`config.mk`:
```
export PLATFORM = sky130hd
export DESIGN_NAME = usb_activity_monitor
export DESIGN_NICKNAME = d
export VERILOG_FILES = /design/src/rtl/usb_act_pkg.sv /design/src/rtl/sync_hunter.sv /design/src/rtl/idle_run_counter.sv /design/src/rtl/activity_flag_ctrl.sv /design/src/rtl/usb_activity_monitor.sv
export SDC_FILE = /design/constraint.sdc
export NUM_CORES = 1
export LEC_CHECK = 0
export BUFFER_PORTS_ARGS = -buffer_cell sky130_fd_sc_hd__buf_4
export CAP_MARGIN = 5
export CORE_AREA = 2 2 41 61
export DETAILED_ROUTE_END_ITERATION = 10
export DIE_AREA = 0 0 43 63
export GPL_TIMING_DRIVEN = 1
export SLEW_MARGIN = 20
export SYNTH_ARGS = -nofsm -noshare
export SYNTH_HDL_FRONTEND = slang
export SYNTH_SLANG_ARGS = --single-unit
```
`constraint.sdc`:
```
create_clock -name clk -period 2.2 [get_ports clk]
set_input_delay 0.44 -clock clk [delete_from_list [all_inputs] [get_ports clk]]
set_output_delay 0.44 -clock clk [all_outputs]
set_load 0.02 [all_outputs]
```
`src/rtl/usb_act_pkg.sv`:
```
// Package: shared line-symbol type and the packet-start pattern generator.
// Assumes the front end presents one of four raw symbols per bit strobe.
package usb_act_pkg;

    typedef enum logic [1:0] {
        SYM_SE0 = 2'b00,
        SYM_J   = 2'b01,
        SYM_K   = 2'b10,
        SYM_SE1 = 2'b11
    } line_sym_t;

    // Symbol expected at position pos (0 = oldest) of a start pattern of length len:
    // alternating K/J beginning with K, ending with two K symbols.
    function automatic logic [1:0] start_symbol(input int pos, input int len);
        if (pos >= len - 2) begin
            return SYM_K;
        end
        return (pos % 2 == 0) ? SYM_K : SYM_J;
    endfunction

endpackage

```
`src/rtl/sync_hunter.sv`:
```
// sync_hunter: keeps the last SYNC_LEN-1 strobed symbols and flags, combinationally,
// the strobe whose symbol completes the packet-start pattern.
// Assumes bit_stb is a single-cycle pulse; unstrobed cycles leave history untouched.
module sync_hunter #(
    parameter int SYNC_LEN = 8
) (
    input  logic       clk,
    input  logic       rst_n,
    input  logic       bit_stb,
    input  logic [1:0] line_state,
    output logic       start_hit
);
    import usb_act_pkg::*;

    localparam int HIST = SYNC_LEN - 1;

    // hist_q[k] holds the symbol seen k+1 strobes ago
    logic [HIST-1:0][1:0] hist_q;
    logic [HIST-1:0]      pos_ok;

    // History shift register, advanced on strobes only, reset to idle J
    always_ff @(posedge clk) begin
        if (!rst_n) begin
            hist_q <= {HIST{SYM_J}};
        end else if (bit_stb) begin
            hist_q <= {hist_q[HIST-2:0], line_state};
        end
    end

    // Per-position comparison against the pattern
    for (genvar k = 0; k < HIST; k++) begin : g_cmp
        assign pos_ok[k] = (hist_q[k] == start_symbol(HIST - 1 - k, SYNC_LEN));
    end

    // Match when the current strobed symbol closes the pattern
    always_comb begin
        start_hit = bit_stb && (line_state == start_symbol(SYNC_LEN - 1, SYNC_LEN)) && (&pos_ok);
    end

endmodule

```
`src/rtl/idle_run_counter.sv`:
```
// idle_run_counter: counts consecutive strobed J symbols, saturating at IDLE_LIMIT,
// and raises idle_expire on any strobe after which the run has reached the limit.
// Assumes any non-J strobed symbol restarts the run.
module idle_run_counter #(
    parameter int IDLE_LIMIT = 32
) (
    input  logic       clk,
    input  logic       rst_n,
    input  logic       bit_stb,
    input  logic [1:0] line_state,
    output logic       idle_expire
);
    import usb_act_pkg::*;

    localparam int            CW      = $clog2(IDLE_LIMIT + 1);
    localparam logic [CW-1:0] LIM     = CW'(IDLE_LIMIT);
    localparam logic [CW-1:0] LIM_M1  = CW'(IDLE_LIMIT - 1);

    logic [CW-1:0] run_q;
    logic          is_j;

    // Decode idle symbol
    always_comb begin
        is_j = (line_state == SYM_J);
    end

    // Run length register: increment on J, clear on anything else, hold at limit
    always_ff @(posedge clk) begin
        if (!rst_n) begin
            run_q <= '0;
        end else if (bit_stb) begin
            if (!is_j) begin
                run_q <= '0;
            end else if (run_q != LIM) begin
                run_q <= run_q + 1'b1;
            end
        end
    end

    // Expiry when this strobe brings (or keeps) the run at the limit
    always_comb begin
        idle_expire = bit_stb && is_j && (run_q >= LIM_M1);
    end

endmodule

```
`src/rtl/activity_flag_ctrl.sv`:
```
// activity_flag_ctrl: holds the activity flag. Priority: bus reset clears on any cycle,
// then a packet start sets, then idle expiry clears. Otherwise the flag holds.
// Assumes start_hit and idle_expire are only high in strobe cycles.
module activity_flag_ctrl (
    input  logic clk,
    input  logic rst_n,
    input  logic bus_reset,
    input  logic start_hit,
    input  logic idle_expire,
    output logic flag
);
    logic flag_q;

    // Flag register with fixed set/clear priority
    always_ff @(posedge clk) begin
        if (!rst_n) begin
            flag_q <= 1'b0;
        end else if (bus_reset) begin
            flag_q <= 1'b0;
        end else if (start_hit) begin
            flag_q <= 1'b1;
        end else if (idle_expire) begin
            flag_q <= 1'b0;
        end
    end

    assign flag = flag_q;

endmodule

```
`src/rtl/usb_activity_monitor.sv`:
```
// usb_activity_monitor: top of the bus-activity detector. Combines the packet-start
// hunter, the idle-run counter and the flag controller.
// Assumes line_state is valid whenever bit_stb is high.
module usb_activity_monitor #(
    parameter int SYNC_LEN   = 8,
    parameter int IDLE_LIMIT = 32
) (
    input  logic       clk,
    input  logic       rst_n,
    input  logic       bit_stb,
    input  logic [1:0] line_state,
    input  logic       bus_reset,
    output logic       bus_active
);
    logic start_hit;
    logic idle_expire;

    sync_hunter #(.SYNC_LEN(SYNC_LEN)) u_hunt (
        .clk        (clk),
        .rst_n      (rst_n),
        .bit_stb    (bit_stb),
        .line_state (line_state),
        .start_hit  (start_hit)
    );

    idle_run_counter #(.IDLE_LIMIT(IDLE_LIMIT)) u_idle (
        .clk         (clk),
        .rst_n       (rst_n),
        .bit_stb     (bit_stb),
        .line_state  (line_state),
        .idle_expire (idle_expire)
    );

    activity_flag_ctrl u_flag (
        .clk         (clk),
        .rst_n       (rst_n),
        .bus_reset   (bus_reset),
        .start_hit   (start_hit),
        .idle_expire (idle_expire),
        .flag        (bus_active)
    );

endmodule

```
After elaboration in Yosys (flattened, before gate mapping)
Index checks and enable logic that the tools add are counted.
{"block": "totals", "ff_bits": 21, "input_bits": 6, "output_inout_bits": 1, "word_cells": 35}
{"block": "op_classes", "addsub": 1, "magnitude_cmp": 1, "n_eq_ne": 11, "n_mux": 4, "n_bitwise": 1, "n_reduce_logical": 8}
{"operator": "$mux W6", "n": 2}
{"operator": "$eq A2 B2 Y1 const B", "n": 5}
{"operator": "$eq A2 B1 Y1 const B", "n": 4}
{"operator": "$reduce_and A7 Y1", "n": 1}
{"operator": "$add A6 B1 Y6 const B", "n": 1}
{"operator": "$ge A6 B5 Y1 const B", "n": 1}
{"operator": "$ne A6 B6 Y1 const B", "n": 1}
{"operator": "$logic_and A1 B1 Y1", "n": 4}
{"operator": "$mux W1", "n": 2}
{"operator": "$ne A2 B2 Y1 const B", "n": 1}
{"operator": "$reduce_and A2 Y1", "n": 1}
{"operator": "$reduce_bool A2 Y1", "n": 1}
{"operator": "$reduce_or A2 Y1", "n": 1}
{"operator": "$not A1 Y1", "n": 1}

Logic depth before layout (Yosys ltp)
{"block": "logic_depth", "ltp_word": 5, "mapped_depth": 5, "depth_no_buf": 5}

Modules after synthesis
From an unflattened synthesis, not the netlist that was laid out.
{"block": "unflattened", "cells_unflattened": 102, "area_unflattened_um2": 970.9}
{"mod": "sync_hunter", "instances": 1, "cells_per_inst": 53, "area_each_um2": 571.8, "seq_area_each_um2": 280.3}
{"mod": "idle_run_counter", "instances": 1, "cells_per_inst": 45, "area_each_um2": 359.1, "seq_area_each_um2": 120.1}
{"mod": "activity_flag_ctrl", "instances": 1, "cells_per_inst": 4, "area_each_um2": 40.0, "seq_area_each_um2": 20.0}

Worst setup path before layout
No wires, ideal clock.
{"block": "synth_timing", "kind": "reg2reg", "from": "reg u_idle.run_q[0]", "to": "reg u_idle.run_q[0]", "setup_ns": 0.072, "arrival_time_ns": 1.213, "required_time_ns": 2.128, "setup_slack_ns": 0.915, "stages_incl_launch_ff": 6, "path_buffers": 0, "period_less_slack_ns": 1.285, "cell_sequence": "dfxtp_1 -> inv_1 -> ha_1 -> nor4bb_1 -> a31o_2 -> mux2i_1"}
{"block": "synth_between", "elab_chain_cells": 3, "word_cells_on_any_way": 6, "classes_between": "add/sub: 1; eq/ne: 2; mux: 2; reduce/logical: 1"}
{"element": "start: declaration", "line_no": "idle_run_counter.sv:19", "rtl": "logic [CW-1:0] run_q;"}
{"element": "start signal: assignment", "line_no": "idle_run_counter.sv:35", "rtl": "run_q <= run_q + 1'b1;"}
{"element": "$add A6 B1 Y6 or $ne A6 B6 Y1 (tied branches)", "line_no": "idle_run_counter.sv:35, idle_run_counter.sv:34"}
{"element": "$mux W6 or $ne A2 B2 Y1 (tied branches)"}
{"element": "$mux W6 or $reduce_and A2 Y1 (tied branches)"}
Parallel ways exist; a longest one is shown, timed or not. The select of a mux whose other input is x is not followed.
A chain may end at the register's enable or synchronous reset.

Final worst setup path
{"block": "layout_timing", "from": "reg u_idle.run_q[0]", "to": "reg u_idle.run_q[1]"}
Same word-level chain as after synthesis.

==> results.sh <==
export IMPL_status="finished, final reports clean"
export IMPL_hpwl_um=1200
export IMPL_clock_sinks=21
export IMPL_antenna_left=0
export IMPL_hold_viol=0
export IMPL_r2r_cells=5
export IMPL_leakage_nw=0.417
export IMPL_first_pass_iters=4
export IMPL_die_w_um=43
export IMPL_clkLatencyLatePin_ns=0.30
export IMPL_rsz0062_at_grt="false"
export IMPL_initial_core_util=0.425
export IMPL_vias_per_cell=5.28
export IMPL_routedWlPerCell_um=12.6
export IMPL_syn_area_sq_um=937
export IMPL_grt_antenna_before_repair=0
export IMPL_num_rows=21
export IMPL_powerDensity_nw_per_um2=610
export IMPL_routed_wl_um=1550
export IMPL_drv_slew=0
export IMPL_path_cells="inv_1 > ha_1 > nor4bb_1 > a31o_2 > mux2i_1"
export IMPL_ctsHtreeMaxLevel=1
export IMPL_antenna_cells=0
export IMPL_num_vias=650
export IMPL_worstPathRequired_ns=2.43
export IMPL_whs_ns=0.367
export IMPL_period_share=0.663
export IMPL_yosysUniqueCellTypes=29
export IMPL_drt_iter0_markers=32
export IMPL_post_cts_buffers=0
export IMPL_clk_path_buf_depth=2
export IMPL_max_freq_mhz=685
export IMPL_syn_area_per_cell_sq_um=9.97
export IMPL_cpMaxStageDelayCell="nor4bb_1"
export IMPL_maxCapViolations=0
export IMPL_synth_edff_count=0
export IMPL_min_path_type="in2reg"
export IMPL_grt_util_all_layers=0.135
export IMPL_syn_to_final_growth_pct=7.88
export IMPL_cts_buffers=3
export IMPL_cts_root_buf="clkbuf_4"
export IMPL_ys_flop_type="dfxtp_1"
export IMPL_drive_gt1_frac=0.140
export IMPL_cts_tree="yes"
export IMPL_grt_overflow_total=0
export IMPL_io_pins=7
export IMPL_drc=0
export IMPL_port_buffer_count=6
export IMPL_ys_seq_elements=21
export IMPL_worstPathArrival_ns=1.69
export IMPL_grt_pass1_wl_um=2910
export IMPL_yosys_warnings=0
export IMPL_first_global_vias=713
export IMPL_tightest_slew_ns=0.368
export IMPL_synthCells=94
export IMPL_synth_seq_area_share=0.449
export IMPL_final_setup_viol_count=0
export IMPL_cts_hold_buf=0
export IMPL_startpoint_type="flop"
export IMPL_synth_fp_nets=102
export IMPL_grt_max_degree=21
export IMPL_ir_drop_mv=0.453
export IMPL_cp_max_fo=4
export IMPL_dp_cells=119
export IMPL_cp_end_kind="flop"
export IMPL_finClkSkew_ns=0.00660
export IMPL_finalCoreUtilization=0.458
export IMPL_clk_pin_slew_ns=0.11
export IMPL_fin_tns_setup_ns=0
export IMPL_cpPeakStageDelay_ns=0.38
export IMPL_path_class="reg2reg"
export IMPL_place_gp_congestion=0.721
export IMPL_fin_crit_ns=1.46
export IMPL_dieArea_sq_um=2710
export IMPL_nNetsFinal=109
export IMPL_slew_headroom=0.751
export IMPL_async_flop_share=0
export IMPL_post_cts_resized=0
export IMPL_final_cells=123
export IMPL_fp_dieH_um=63
export IMPL_holdPathStages=3
export IMPL_coreArea_sq_um=2210
## metal layers
metal  wire length, um  global-route usage
met5                 0                   0
met2               768               0.231
met1               700               0.159
met3                49              0.0260
met4                32              0.0606
## synthesized netlist by cell type, types with 2 or more instances
cell | number | area (sq um)
ha_1 | 2 | 25.0
nor4bb_1 | 2 | 20.0
inv_1 | 5 | 18.8
mux2i_1 | 15 | 150
nor2b_1 | 8 | 50.1
nand3_1 | 4 | 20.0
dfxtp_1 | 21 | 420
xor2_1 | 2 | 17.5
nand2_1 | 13 | 48.8
a21oi_1 | 2 | 10.0
nor2_1 | 2 | 7.51
## sequential cells by signal, indices dropped and copies added (netlist names)
name,count
u_idle.run_q,6
u_flag.flag,1
u_hunt.hist_q,14
## stage by stage
stage                     setup WS [ns]  instance area (sq um)  power (mW)
final                             0.741                   1010       0.616
after global placement            0.770                    983       0.445
after CTS                         0.727                   1010       0.625
after floorplan                   0.915                    937       0.434
after global routing              0.623                   1010       0.645
after detailed placement          0.753                    983       0.446
## final timing paths
check	from	endpoint	slack, ns
setup / recovery	u_idle.run_q[0]	u_idle.run_q[1]	0.74
hold / removal	line_state[0]	u_hunt.hist_q[0]	0.37
setup reg to reg	u_idle.run_q[0]	u_idle.run_q[1]	0.74
hold reg to reg	u_hunt.hist_q[10]	u_hunt.hist_q[10]	0.49
## layout by cell type, fill, tap and decap left out, types with 2 or more instances in the layout
| cell type | Yosys | final |
|---|---|---|
| nand2_1 | 13 | 13 |
| nand3_1 | 4 | 4 |
| buf_4 | 1 | 6 |
| nor2_1 | 2 | 2 |
| dfxtp_1 | 21 | 21 |
| mux2i_1 | 15 | 15 |
| xor2_1 | 2 | 2 |
| nor4bb_1 | 2 | 2 |
| a21oi_1 | 2 | 2 |
| clkbuf_4 | 0 | 3 |
| nor2b_1 | 8 | 8 |
| inv_1 | 5 | 5 |
| ha_1 | 2 | 2 |
## layout make-up
class                           instances  area [sq um]
Fill cell                             244          1200
Multi-Input combinational cell         64           470
Sequential cell                        21           420
Timing Repair Buffer                    6          45.0
Tap cell                               23          28.8
Clock buffer                            3          22.5
Inverter                                5          18.8
Clock inverter                          1          5.00
## power breakdown
group	internal [mW]	leakage, nW	switching (mW)
Sequential	0.386	0.170	0.00489
Clock	0.0678	0.0177	0.112
Combinational	0.0212	0.229	0.0237
## worst max-delay path: cells and delay by family (launching register included)
| kind | cells | cell delay (ns) |
|---|---|---|
| and+or+nand+nor | 1 | 0.38 |
| DFF | 1 | 0.36 |
| AOI/OAI and AO/OA | 1 | 0.24 |
| muxes | 1 | 0.19 |
| adders and majority gates | 1 | 0.14 |
| buffers and inverters | 1 | 0.08 |
## logic make-up (layout without fill, tap and decap cells)
kind of cell	after synthesis	in the layout	share of synthesized area
simple gates	36	36	0.216
flops	21	21	0.449
xor+xnor	2	2	0.0187
compound gates	9	9	0.0801
fa+ha+maj	2	2	0.0267
buf+inv	9	15	0.0494
mux	15	15	0.160
Note: power is estimated with default switching activity, not from simulation.
